**src/rtl/char_lcd_pkg.sv**
```systemverilog
package char_lcd_pkg;

  typedef enum logic [2:0] {
    PH_IDLE   = 3'd0,
    PH_SETUP  = 3'd1,
    PH_STROBE = 3'd2,
    PH_HOLD   = 3'd3,
    PH_GAP    = 3'd4
  } lcd_phase_e;

  localparam int unsigned TYPE_W = 2;
  localparam int unsigned TYPE_RS_BIT = 0;
  localparam int unsigned TYPE_RW_BIT = 1;

endpackage

```
**src/rtl/lcd_phase_counter.sv**
```systemverilog
module lcd_phase_counter #(
  parameter int unsigned W = 6
) (
  input  logic         clk,
  input  logic         rst,
  input  logic         load,
  input  logic [W-1:0] load_val,
  output logic         last
);

  logic [W-1:0] cnt_q;

  always_ff @(posedge clk) begin
    if (rst) begin
      cnt_q <= '0;
    end else if (load) begin
      cnt_q <= load_val;
    end else if (cnt_q != '0) begin
      cnt_q <= cnt_q - 1'b1;
    end
  end

  assign last = (cnt_q == '0);

endmodule

```
**src/rtl/lcd_phase_seq.sv**
```systemverilog
module lcd_phase_seq
  import char_lcd_pkg::*;
#(
  parameter int unsigned SETUP_W  = 5,
  parameter int unsigned STROBE_W = 6,
  parameter int unsigned HOLD_W   = 4,
  parameter int unsigned GAP_W    = 5
) (
  input  logic                clk,
  input  logic                rst,
  input  logic                start,
  input  logic                is_read,
  input  logic [SETUP_W-1:0]  w_setup,
  input  logic [STROBE_W-1:0] w_strobe,
  input  logic [HOLD_W-1:0]   w_hold,
  input  logic [SETUP_W-1:0]  r_setup,
  input  logic [STROBE_W-1:0] r_strobe,
  input  logic [HOLD_W-1:0]   r_hold,
  input  logic [GAP_W-1:0]    gap,
  output lcd_phase_e          phase,
  output logic                strobe_last,
  output logic                busy
);

  localparam int unsigned CW_A = (SETUP_W > STROBE_W) ? SETUP_W : STROBE_W;
  localparam int unsigned CW_B = (HOLD_W > GAP_W) ? HOLD_W : GAP_W;
  localparam int unsigned CW   = (CW_A > CW_B) ? CW_A : CW_B;

  // Counter preload for a phase of n cycles; 0 is stretched to one cycle.
  function automatic logic [CW-1:0] span(input logic [CW-1:0] n);
    return (n == '0) ? '0 : n - 1'b1;
  endfunction

  lcd_phase_e phase_q, phase_d;
  logic [STROBE_W-1:0] strobe_q;
  logic [HOLD_W-1:0]   hold_q;
  logic [GAP_W-1:0]    gap_q;
  logic [SETUP_W-1:0]  sel_setup;
  logic [STROBE_W-1:0] sel_strobe;
  logic [HOLD_W-1:0]   sel_hold;
  logic                cnt_load;
  logic [CW-1:0]       cnt_val;
  logic                cnt_last;
  logic                accept_now;

  assign sel_setup  = is_read ? r_setup  : w_setup;
  assign sel_strobe = is_read ? r_strobe : w_strobe;
  assign sel_hold   = is_read ? r_hold   : w_hold;
  assign accept_now = (phase_q == PH_IDLE) && start;

  lcd_phase_counter #(.W(CW)) u_cnt (
    .clk      (clk),
    .rst      (rst),
    .load     (cnt_load),
    .load_val (cnt_val),
    .last     (cnt_last)
  );

  always_comb begin
    phase_d  = phase_q;
    cnt_load = 1'b0;
    cnt_val  = '0;
    unique case (phase_q)
      PH_IDLE: if (start) begin
        cnt_load = 1'b1;
        if (sel_setup != '0) begin
          phase_d = PH_SETUP;
          cnt_val = span(CW'(sel_setup));
        end else begin
          phase_d = PH_STROBE;
          cnt_val = span(CW'(sel_strobe));
        end
      end
      PH_SETUP: if (cnt_last) begin
        phase_d  = PH_STROBE;
        cnt_load = 1'b1;
        cnt_val  = span(CW'(strobe_q));
      end
      PH_STROBE: if (cnt_last) begin
        phase_d  = PH_HOLD;
        cnt_load = 1'b1;
        cnt_val  = span(CW'(hold_q));
      end
      PH_HOLD: if (cnt_last) begin
        if (gap_q != '0) begin
          phase_d  = PH_GAP;
          cnt_load = 1'b1;
          cnt_val  = span(CW'(gap_q));
        end else begin
          phase_d = PH_IDLE;
        end
      end
      PH_GAP: if (cnt_last) phase_d = PH_IDLE;
      default: phase_d = PH_IDLE;
    endcase
  end

  always_ff @(posedge clk) begin
    if (rst) begin
      phase_q  <= PH_IDLE;
      strobe_q <= '0;
      hold_q   <= '0;
      gap_q    <= '0;
    end else begin
      phase_q <= phase_d;
      if (accept_now) begin
        strobe_q <= sel_strobe;
        hold_q   <= sel_hold;
        gap_q    <= gap;
      end
    end
  end

  assign phase       = phase_q;
  assign busy        = (phase_q != PH_IDLE);
  assign strobe_last = (phase_q == PH_STROBE) && cnt_last;

  AST_IDLE_EXIT: assert property (@(posedge clk) disable iff (rst)
    (phase_q == PH_IDLE) |=> (phase_q inside {PH_IDLE, PH_SETUP, PH_STROBE}));
  AST_HOLD_AFTER_STROBE: assert property (@(posedge clk) disable iff (rst)
    (phase_q == PH_HOLD) |-> ($past(phase_q) inside {PH_STROBE, PH_HOLD}));

endmodule

```
**src/rtl/char_lcd_bus_ctrl.sv**
```systemverilog
module char_lcd_bus_ctrl
  import char_lcd_pkg::*;
#(
  parameter int unsigned DATA_W   = 8,
  parameter int unsigned N_DISP   = 2,
  parameter int unsigned SETUP_W  = 5,
  parameter int unsigned STROBE_W = 6,
  parameter int unsigned HOLD_W   = 4,
  parameter int unsigned GAP_W    = 5,
  localparam int unsigned SEL_W   = (N_DISP > 1) ? $clog2(N_DISP) : 1
) (
  input  logic                clk,
  input  logic                rst,
  input  logic                req_valid,
  input  logic [TYPE_W-1:0]   req_type,
  input  logic [SEL_W-1:0]    req_disp,
  input  logic [DATA_W-1:0]   req_wdata,
  input  logic [SETUP_W-1:0]  cfg_w_setup,
  input  logic [STROBE_W-1:0] cfg_w_strobe,
  input  logic [HOLD_W-1:0]   cfg_w_hold,
  input  logic [SETUP_W-1:0]  cfg_r_setup,
  input  logic [STROBE_W-1:0] cfg_r_strobe,
  input  logic [HOLD_W-1:0]   cfg_r_hold,
  input  logic [GAP_W-1:0]    cfg_cs_gap,
  output logic                busy,
  output logic [DATA_W-1:0]   rd_data,
  output logic                rd_done,
  output logic                lcd_rs,
  output logic                lcd_rw,
  output logic [N_DISP-1:0]   lcd_e,
  output logic [DATA_W-1:0]   lcd_d_out,
  output logic                lcd_d_oe,
  input  logic [DATA_W-1:0]   lcd_d_in
);

  lcd_phase_e          phase;
  logic                strobe_last;
  logic                accept;
  logic                in_access;
  logic                rs_q, rw_q;
  logic [SEL_W-1:0]    sel_q;
  logic [DATA_W-1:0]   wdata_q;

  assign accept = req_valid && !busy;

  lcd_phase_seq #(
    .SETUP_W (SETUP_W), .STROBE_W(STROBE_W), .HOLD_W(HOLD_W), .GAP_W(GAP_W)
  ) u_seq (
    .clk        (clk),
    .rst        (rst),
    .start      (accept),
    .is_read    (req_type[TYPE_RW_BIT]),
    .w_setup    (cfg_w_setup),
    .w_strobe   (cfg_w_strobe),
    .w_hold     (cfg_w_hold),
    .r_setup    (cfg_r_setup),
    .r_strobe   (cfg_r_strobe),
    .r_hold     (cfg_r_hold),
    .gap        (cfg_cs_gap),
    .phase      (phase),
    .strobe_last(strobe_last),
    .busy       (busy)
  );

  always_ff @(posedge clk) begin
    if (rst) begin
      rs_q    <= 1'b0;
      rw_q    <= 1'b0;
      sel_q   <= '0;
      wdata_q <= '0;
    end else if (accept) begin
      rs_q    <= req_type[TYPE_RS_BIT];
      rw_q    <= req_type[TYPE_RW_BIT];
      sel_q   <= req_disp;
      wdata_q <= req_wdata;
    end
  end

  always_ff @(posedge clk) begin
    if (rst) begin
      rd_data <= '0;
      rd_done <= 1'b0;
    end else begin
      rd_done <= strobe_last && rw_q;
      if (strobe_last && rw_q) rd_data <= lcd_d_in;
    end
  end

  for (genvar gi = 0; gi < N_DISP; gi++) begin : g_enable
    assign lcd_e[gi] = (phase == PH_STROBE) && (sel_q == SEL_W'(gi));
  end

  assign in_access = (phase == PH_SETUP) || (phase == PH_STROBE) || (phase == PH_HOLD);
  assign lcd_rs    = rs_q;
  assign lcd_rw    = rw_q;
  assign lcd_d_out = wdata_q;
  assign lcd_d_oe  = in_access && !rw_q;

  AST_ONE_ENABLE: assert property (@(posedge clk) disable iff (rst)
    $onehot0(lcd_e));
  AST_READ_HIZ: assert property (@(posedge clk) disable iff (rst)
    (lcd_rw && busy) |-> !lcd_d_oe);
  AST_ENABLE_IN_BUSY: assert property (@(posedge clk) disable iff (rst)
    (|lcd_e) |-> busy);
  AST_CTRL_STABLE: assert property (@(posedge clk) disable iff (rst)
    busy |=> (!busy || ($stable(lcd_rs) && $stable(lcd_rw) && $stable(lcd_d_out))));
  AST_RD_DONE_AFTER_STROBE: assert property (@(posedge clk) disable iff (rst)
    rd_done |-> (lcd_rw && !(|lcd_e) && $past(|lcd_e)));
  AST_RESET_IDLE: assert property (@(posedge clk)
    rst |=> (!busy && (lcd_e == '0) && !lcd_d_oe));

endmodule

```
**config.mk**
```make
export PLATFORM = sky130hd
export DESIGN_NAME = char_lcd_bus_ctrl
export DESIGN_NICKNAME = d
export VERILOG_FILES = /design/src/rtl/char_lcd_pkg.sv /design/src/rtl/lcd_phase_counter.sv /design/src/rtl/lcd_phase_seq.sv /design/src/rtl/char_lcd_bus_ctrl.sv
export SDC_FILE = /design/constraint.sdc
export NUM_CORES = 1
export LEC_CHECK = 0
export BUFFER_PORTS_ARGS = -buffer_cell sky130_fd_sc_hd__buf_2
export CAP_MARGIN = 10
export CORE_MARGIN = 2
export CORE_UTILIZATION = 35
export CTS_BUF_LIST = sky130_fd_sc_hd__clkbuf_4 sky130_fd_sc_hd__clkbuf_8
export DETAILED_ROUTE_END_ITERATION = 10
export PLACE_DENSITY = 0.63
export SLEW_MARGIN = 5
export SYNTH_ARGS = -nofsm -noshare
export SYNTH_HDL_FRONTEND = slang
export SYNTH_SLANG_ARGS = --single-unit
```
**constraint.sdc**
```tcl
create_clock -name clk -period 2.4 [get_ports clk]
set_clock_uncertainty 0.1 [all_clocks]
set_input_delay 0.36 -clock clk [delete_from_list [all_inputs] [get_ports clk]]
set_output_delay 0.36 -clock clk [all_outputs]
set_load 0.02 [all_outputs]
```
# After elaboration in Yosys (flattened, before gate mapping)
# Cells that the tools add are included.
[totals] ff_bits=44 in_bits=57
[classes] add_sub_neg=6 n_eq_ne=9 n_mux=30 n_bitwise=1 reduce_logical=25
[ops] op="$mux W6" n=14
[ops] op="$pmux W6 S4" n=1
[ops] op="$logic_not A6 Y1" n=3
[ops] op="$mux W3" n=6
[ops] op="$sub A6 B1 Y6 const B" n=3
[ops] op="$pmux W3 S5" n=1
[ops] op="$sub A5 B1 Y6 const B" n=2
[ops] op="$logic_not A5 Y1" n=2
[ops] op="$ne A2 B1 Y1 const B" n=5
[ops] op="$reduce_bool A5 Y1" n=2
[ops] op="$logic_and A1 B1 Y1" n=7
[ops] op="$eq A3 B2 Y1 const B" n=2
[ops] op="$reduce_bool A6 Y1" n=1
[ops] op="$mux W5" n=1
[ops] op="$reduce_and A5 Y1" n=1
[ops] op="$sub A4 B1 Y5 const B" n=1
[ops] op="$logic_not A4 Y1" n=1
[ops] op="$mux W1" n=4
[ops] op="$mux W4" n=1
[ops] op="$eq A3 B1 Y1 const B" n=1
[ops] op="$eq A3 B3 Y1 const B" n=1
[ops] op="$logic_not A3 Y1" n=1
[ops] op="$pmux W1 S3" n=1
[ops] op="$reduce_bool A3 Y1" n=1
[ops] op="other kinds (6)" n=8

# Depth between registers and ports, before layout
[depth] word_depth=7 depth_mapped=10 depth_no_buf=8

# Hierarchy
# From an unflattened synthesis, not the netlist that was laid out.
[unflattened] cells_unflattened=346 hier_area_um2=2909.0
[modules_own_cells] mod="lcd_phase_seq" instances=1 cells_per_inst=206 area_per_inst_um2=1594.0 seq_area_each_um2=360.3
[modules_own_cells] mod="char_lcd_bus_ctrl" instances=1 cells_per_inst=94 area_per_inst_um2=919.6 seq_area_each_um2=400.4
[modules_own_cells] mod="lcd_phase_counter" instances=1 cells_per_inst=46 area_per_inst_um2=395.4 seq_area_each_um2=120.1

# Worst setup path before layout
# No wires, ideal clock.
[synth_path] kind="input port to flip-flop" startpoint="in req_type[1]" endpoint="reg u_seq.u_cnt.cnt_q[1]" setup_ps=86 t_arrival_ps=2195 required_time_ps=2214 path_slack_ps=19 cell_stages=10 n_path_buf=3 path_cell_list="buf_2 buf_2 buf_4 mux2i_1 ha_1 o211a_2 nand3b_1 o22ai_1 a22oi_1 a211oi_1"
[synth_via] elab_chain_cells=7
[synth_lines] element="from (decl)" line_no="char_lcd_bus_ctrl.sv:15" source="input logic [TYPE_W-1:0] req_type,"
[synth_lines] element="$mux W6 / $mux W5 (equally long branches)" line_no="lcd_phase_seq.sv:47, lcd_phase_seq.sv:46"
[synth_lines] element="$sub A6 B1 Y6, or another cell as far along" line_no="lcd_phase_seq.sv:31" source="return (n == '0) ? '0 : n - 1'b1;"
[synth_lines] element="$mux W6" line_no="lcd_phase_seq.sv:31"
[synth_lines] element="$mux W6 (*)" line_no="lcd_phase_seq.sv:66" source="if (sel_setup != '0) begin"
[synth_lines] element="$mux W6 (*)" line_no="lcd_phase_seq.sv:64" source="PH_IDLE: if (start) begin"
[synth_lines] element="$pmux W6 S4 (*)" line_no="lcd_phase_seq.sv:63" source="unique case (phase_q)"
[synth_lines] element="$mux W6 (*)" line_no="lcd_phase_counter.sv:16" source="end else if (load) begin"
[synth_lines] element="to (signal assigned)" line_no="lcd_phase_counter.sv:17" source="cnt_q <= load_val;"
[synth_lines] element="to (signal assigned)" line_no="lcd_phase_counter.sv:19" source="cnt_q <= cnt_q - 1'b1;"
[synth_lines] element="to (decl)" line_no="lcd_phase_counter.sv:11" source="logic [W-1:0] cnt_q;"
# Every way passes the cells marked *; elsewhere a longest branch is shown, timed or not.
# A chain may end at the register's enable or synchronous reset.

# Worst setup path after layout
[layout_path] startpoint="reg u_seq.gap_q[0]" endpoint="reg u_seq.u_cnt.cnt_q[1]"
[layout_via] elab_chain_cells=6
[layout_lines] element="from (decl)" line_no="lcd_phase_seq.sv:37" source="logic [GAP_W-1:0] gap_q;"
[layout_lines] element="from (signal assigned)" line_no="lcd_phase_seq.sv:109" source="gap_q <= gap;"
[layout_lines] element="$sub A5 B1 Y6 / $logic_not A5 Y1 (equally long branches)" line_no="lcd_phase_seq.sv:31"
[layout_lines] element="$mux W6" line_no="lcd_phase_seq.sv:31"
[layout_lines] element="$mux W6" line_no="lcd_phase_seq.sv:85" source="if (gap_q != '0) begin"
[layout_lines] element="$mux W6" line_no="lcd_phase_seq.sv:84" source="PH_HOLD: if (cnt_last) begin"
[layout_lines] element="$pmux W6 S4" line_no="lcd_phase_seq.sv:63"
[layout_lines] element="$mux W6" line_no="lcd_phase_counter.sv:16"
# Parallel ways exist; a longest one is shown, timed or not.

==> impl_metrics.tcl <==
set metrics [dict create \
    crit_type "flip-flop to flip-flop" \
    ys_seq_area_frac 0.341 \
    cts_resized 0 \
    cp_max_fo 5 \
    gp_congestion 0.829 \
    worstMarginPinSlew_ns 0.525 \
    grt_pass1_wl_um 11000 \
    synthesis.area_sq_mm 0.00259 \
    fin_crit_sh 0.925 \
    post_synth.cell_area_avg_sq_um 8.18 \
    required_ns 2.52 \
    synth_area_leaders "dfxtp_1, mux2i_1, nand2_1" \
    synth_top_area_frac 0.341 \
    drt_pass1_iterations 4 \
    power_density_mw_per_mm2 1010 \
    clockRootBuffer "clkbuf_8" \
    fmax_mhz 450 \
    dp_hpwl_um 5080 \
    wl_um 6710 \
    htree_levels 2 \
    synth_edf_count 0 \
    clk_latency_ns 0.30 \
    reg2reg_slack_ns 0.18 \
    min_period_ns 2.22 \
    antenna_cells 0 \
    path_cells "inv_1 -> ha_1 -> or4b_4 -> o211ai_2 -> a2111oi_4 -> buf_4 -> o21ai_1 -> a22oi_1 -> a211oi_1" \
    via_per_inst 5.16 \
    nFillCells 743 \
    rows 31 \
    cts_setup_buffers 0 \
    drt_iter0_markers 150 \
    fin_tns_setup_ns 0 \
    synth-seq-cells 44 \
    nets 461 \
    track_usage 0.163 \
    ios 80 \
    tritoncts "yes" \
    drv_cap 0 \
    grt_start_max_net_pins 38 \
    arrival_ns 2.34 \
    ys.flop_type "dfxtp_1" \
    die_w_um 90.0 \
    gr-total-overflow 0 \
    rsz0062_at_grt "false" \
    cp_slowest_cell "or4b_4" \
    drc_errors 0 \
    drive_gt1_frac 0.274 \
    die_y_um 90.0 \
    ys_warn_count 0 \
    layout.cells.non_filler 497 \
    dp.cells 489 \
    setup_viol 0 \
    hold_buffers 0 \
    async_flop_share 0 \
    grt_pass1_vias 2353 \
    port_buffers 79 \
    cts_sinks 44 \
    end_kind "flip-flop" \
    synthToLayoutAreaGrowth_pct 26.5 \
    yosysTopAreaCell "dfxtp_1" \
    drtAntennaViolNets 0 \
    cts_buffer_depth 2 \
    synth_cell_types 58 \
    coreArea_sq_mm 0.00721 \
    synth_nets 380 \
    die-area_sq_mm 0.00809 \
    cp-start-kind "flip-flop" \
    holdCritPathClass "input port to flip-flop" \
    clk_pin_slew_ns 0.09 \
    p_leak_nw 1.46 \
    initial_core_util 0.358 \
    slew_viol_final 0 \
    synthCells 316 \
    slew_headroom 0.649 \
    cts_buffers 5 \
    ir_worst_vdd_mv 0.352 \
    hold_viol 0 \
    wire_per_inst_um 13.5 \
    cpPeakStageDelay_ns 0.52 \
    status "finished, final reports clean" \
    antenna_found_initial 0 \
    vias 2566 \
]
-- cells in the mapped netlist, types with 2 or more instances --
library cell,number
nor4_1,2
or3b_1,2
clkbuf_1,9
mux2i_1,21
o21ai_1,4
xor2_1,4
dfxtp_1,44
o21ai_0,8
nand2_1,43
nor2b_1,2
nand3_1,3
o21a_1,2
a21oi_1,23
nor2_1,35
nor3_1,14
xnor2_1,11
a31oi_1,3
buf_1,2
a211oi_1,12
buf_2,6
o211ai_1,3
inv_1,10
a2bb2oi_1,2
nor3b_1,3
and3_1,3
and2_1,2
ha_1,7
o31ai_1,3
o22ai_1,4
-- layer usage --
| layer | wire length [um] | GRT usage | part of all wire | vias to the layer above |
|---|---|---|---|---|
| met1 | 3050 | 0.209 | 0.45 | 1194 |
| met3 | 266 | 0.0285 | 0.040 | 8 |
| li1 | - | - | - | 1302 |
| met5 | 0 | 0 | 0 | - |
| met2 | 3310 | 0.284 | 0.49 | 62 |
| met4 | 85 | 0.0449 | 0.013 | 0 |
-- registers in the layout (all words and copies together), names as in the netlist --
signal	cells
u_seq.u_cnt.cnt_q	6
lcd_d_out	8
sel_q	1
rd_done	1
u_seq.hold_q	4
u_seq.gap_q	5
lcd_rw	1
u_seq.phase	3
u_seq.strobe_q	6
lcd_rs	1
rd_data	8
-- metrics by stage --
stage / hold WS (ns) / instance area, sq um / setup slack (ns) / util / power (mW)
2_1_floorplan: 0.344 / 2590 / 0.0193 / - / 2.22
5_1_grt: 0.176 / 3270 / 0.0699 / 0.453 / 3.53
3_5_place_dp: 0.343 / 3150 / 0.130 / 0.437 / 2.70
6_report: 0.182 / 3270 / 0.179 / 0.453 / 3.31
3_3_place_gp: 0.340 / 3150 / 0.218 / 0.437 / 2.68
4_1_cts: 0.179 / 3270 / 0.195 / 0.453 / 3.31
-- logic make-up (layout without fill, tap and decap cells) --
logic type | count (synthesis) | after routing | synth area share
AOI/OAI and AO/OA | 83 | 83 | 0.228
xor gates and xnor gates | 15 | 15 | 0.0508
adders and majority gates | 7 | 7 | 0.0339
buffers and inverters | 28 | 110 | 0.0450
DFF | 44 | 44 | 0.341
muxes | 22 | 22 | 0.0866
and+or+nand+nor | 117 | 117 | 0.215
-- area by class of cell --
cell class / instances / area [sq um] / area share
flip-flops and latches: 44 / 881 / 0.269
clock buffers: 6 / 82.6 / 0.0252
multi-input cells: 244 / 1590 / 0.486
repair buffers: 92 / 518 / 0.158
clock inverters: 2 / 38.8 / 0.0119
well taps: 99 / 124 / 0.0379
inverters: 10 / 37.5 / 0.0115
-- power breakdown --
group	leakage [nW]	internal (mW)	total (mW)	switching, mW
clock	0.0614	0.341	0.616	0.275
combinational	1.04	0.701	1.63	0.930
sequential	0.361	0.889	1.06	0.170
total	1.46	1.93	3.31	1.38
-- worst paths after layout --
path | from | endpoint | depth (start not counted)
worst max-delay path | u_seq.gap_q[0]$_SDFFE_PP0P_ | u_seq.u_cnt.cnt_q[1]$_SDFFE_PP0P_ | 9
worst min-delay path | lcd_d_in[5] | rd_data[5]$_SDFFE_PP0P_ | 3
worst max register to register | u_seq.gap_q[0]$_SDFFE_PP0P_ | u_seq.u_cnt.cnt_q[1]$_SDFFE_PP0P_ | 9
worst min register to register | lcd_d_out[7]$_SDFFE_PP0P_ | lcd_d_out[7]$_SDFFE_PP0P_ | 2
-- worst max-delay path: cells and delay by family, from the launching register on --
family,cells,cell delay (ns)
compound gates,5,0.72
fa+ha+maj,1,0.20
buf+inv,2,0.24
flops,1,0.35
simple gates,1,0.52
-- cell usage in the layout, fill, tap and decap left out, types with 7 or more instances in the layout --
master,count
a211oi_1,12
a21oi_1,23
buf_2,79
buf_4,11
dfxtp_1,44
ha_1,7
inv_1,10
mux2i_1,21
nand2_1,43
nor2_1,35
nor3_1,14
o21ai_0,8
xnor2_1,11
(Power assumes the default switching activity.)
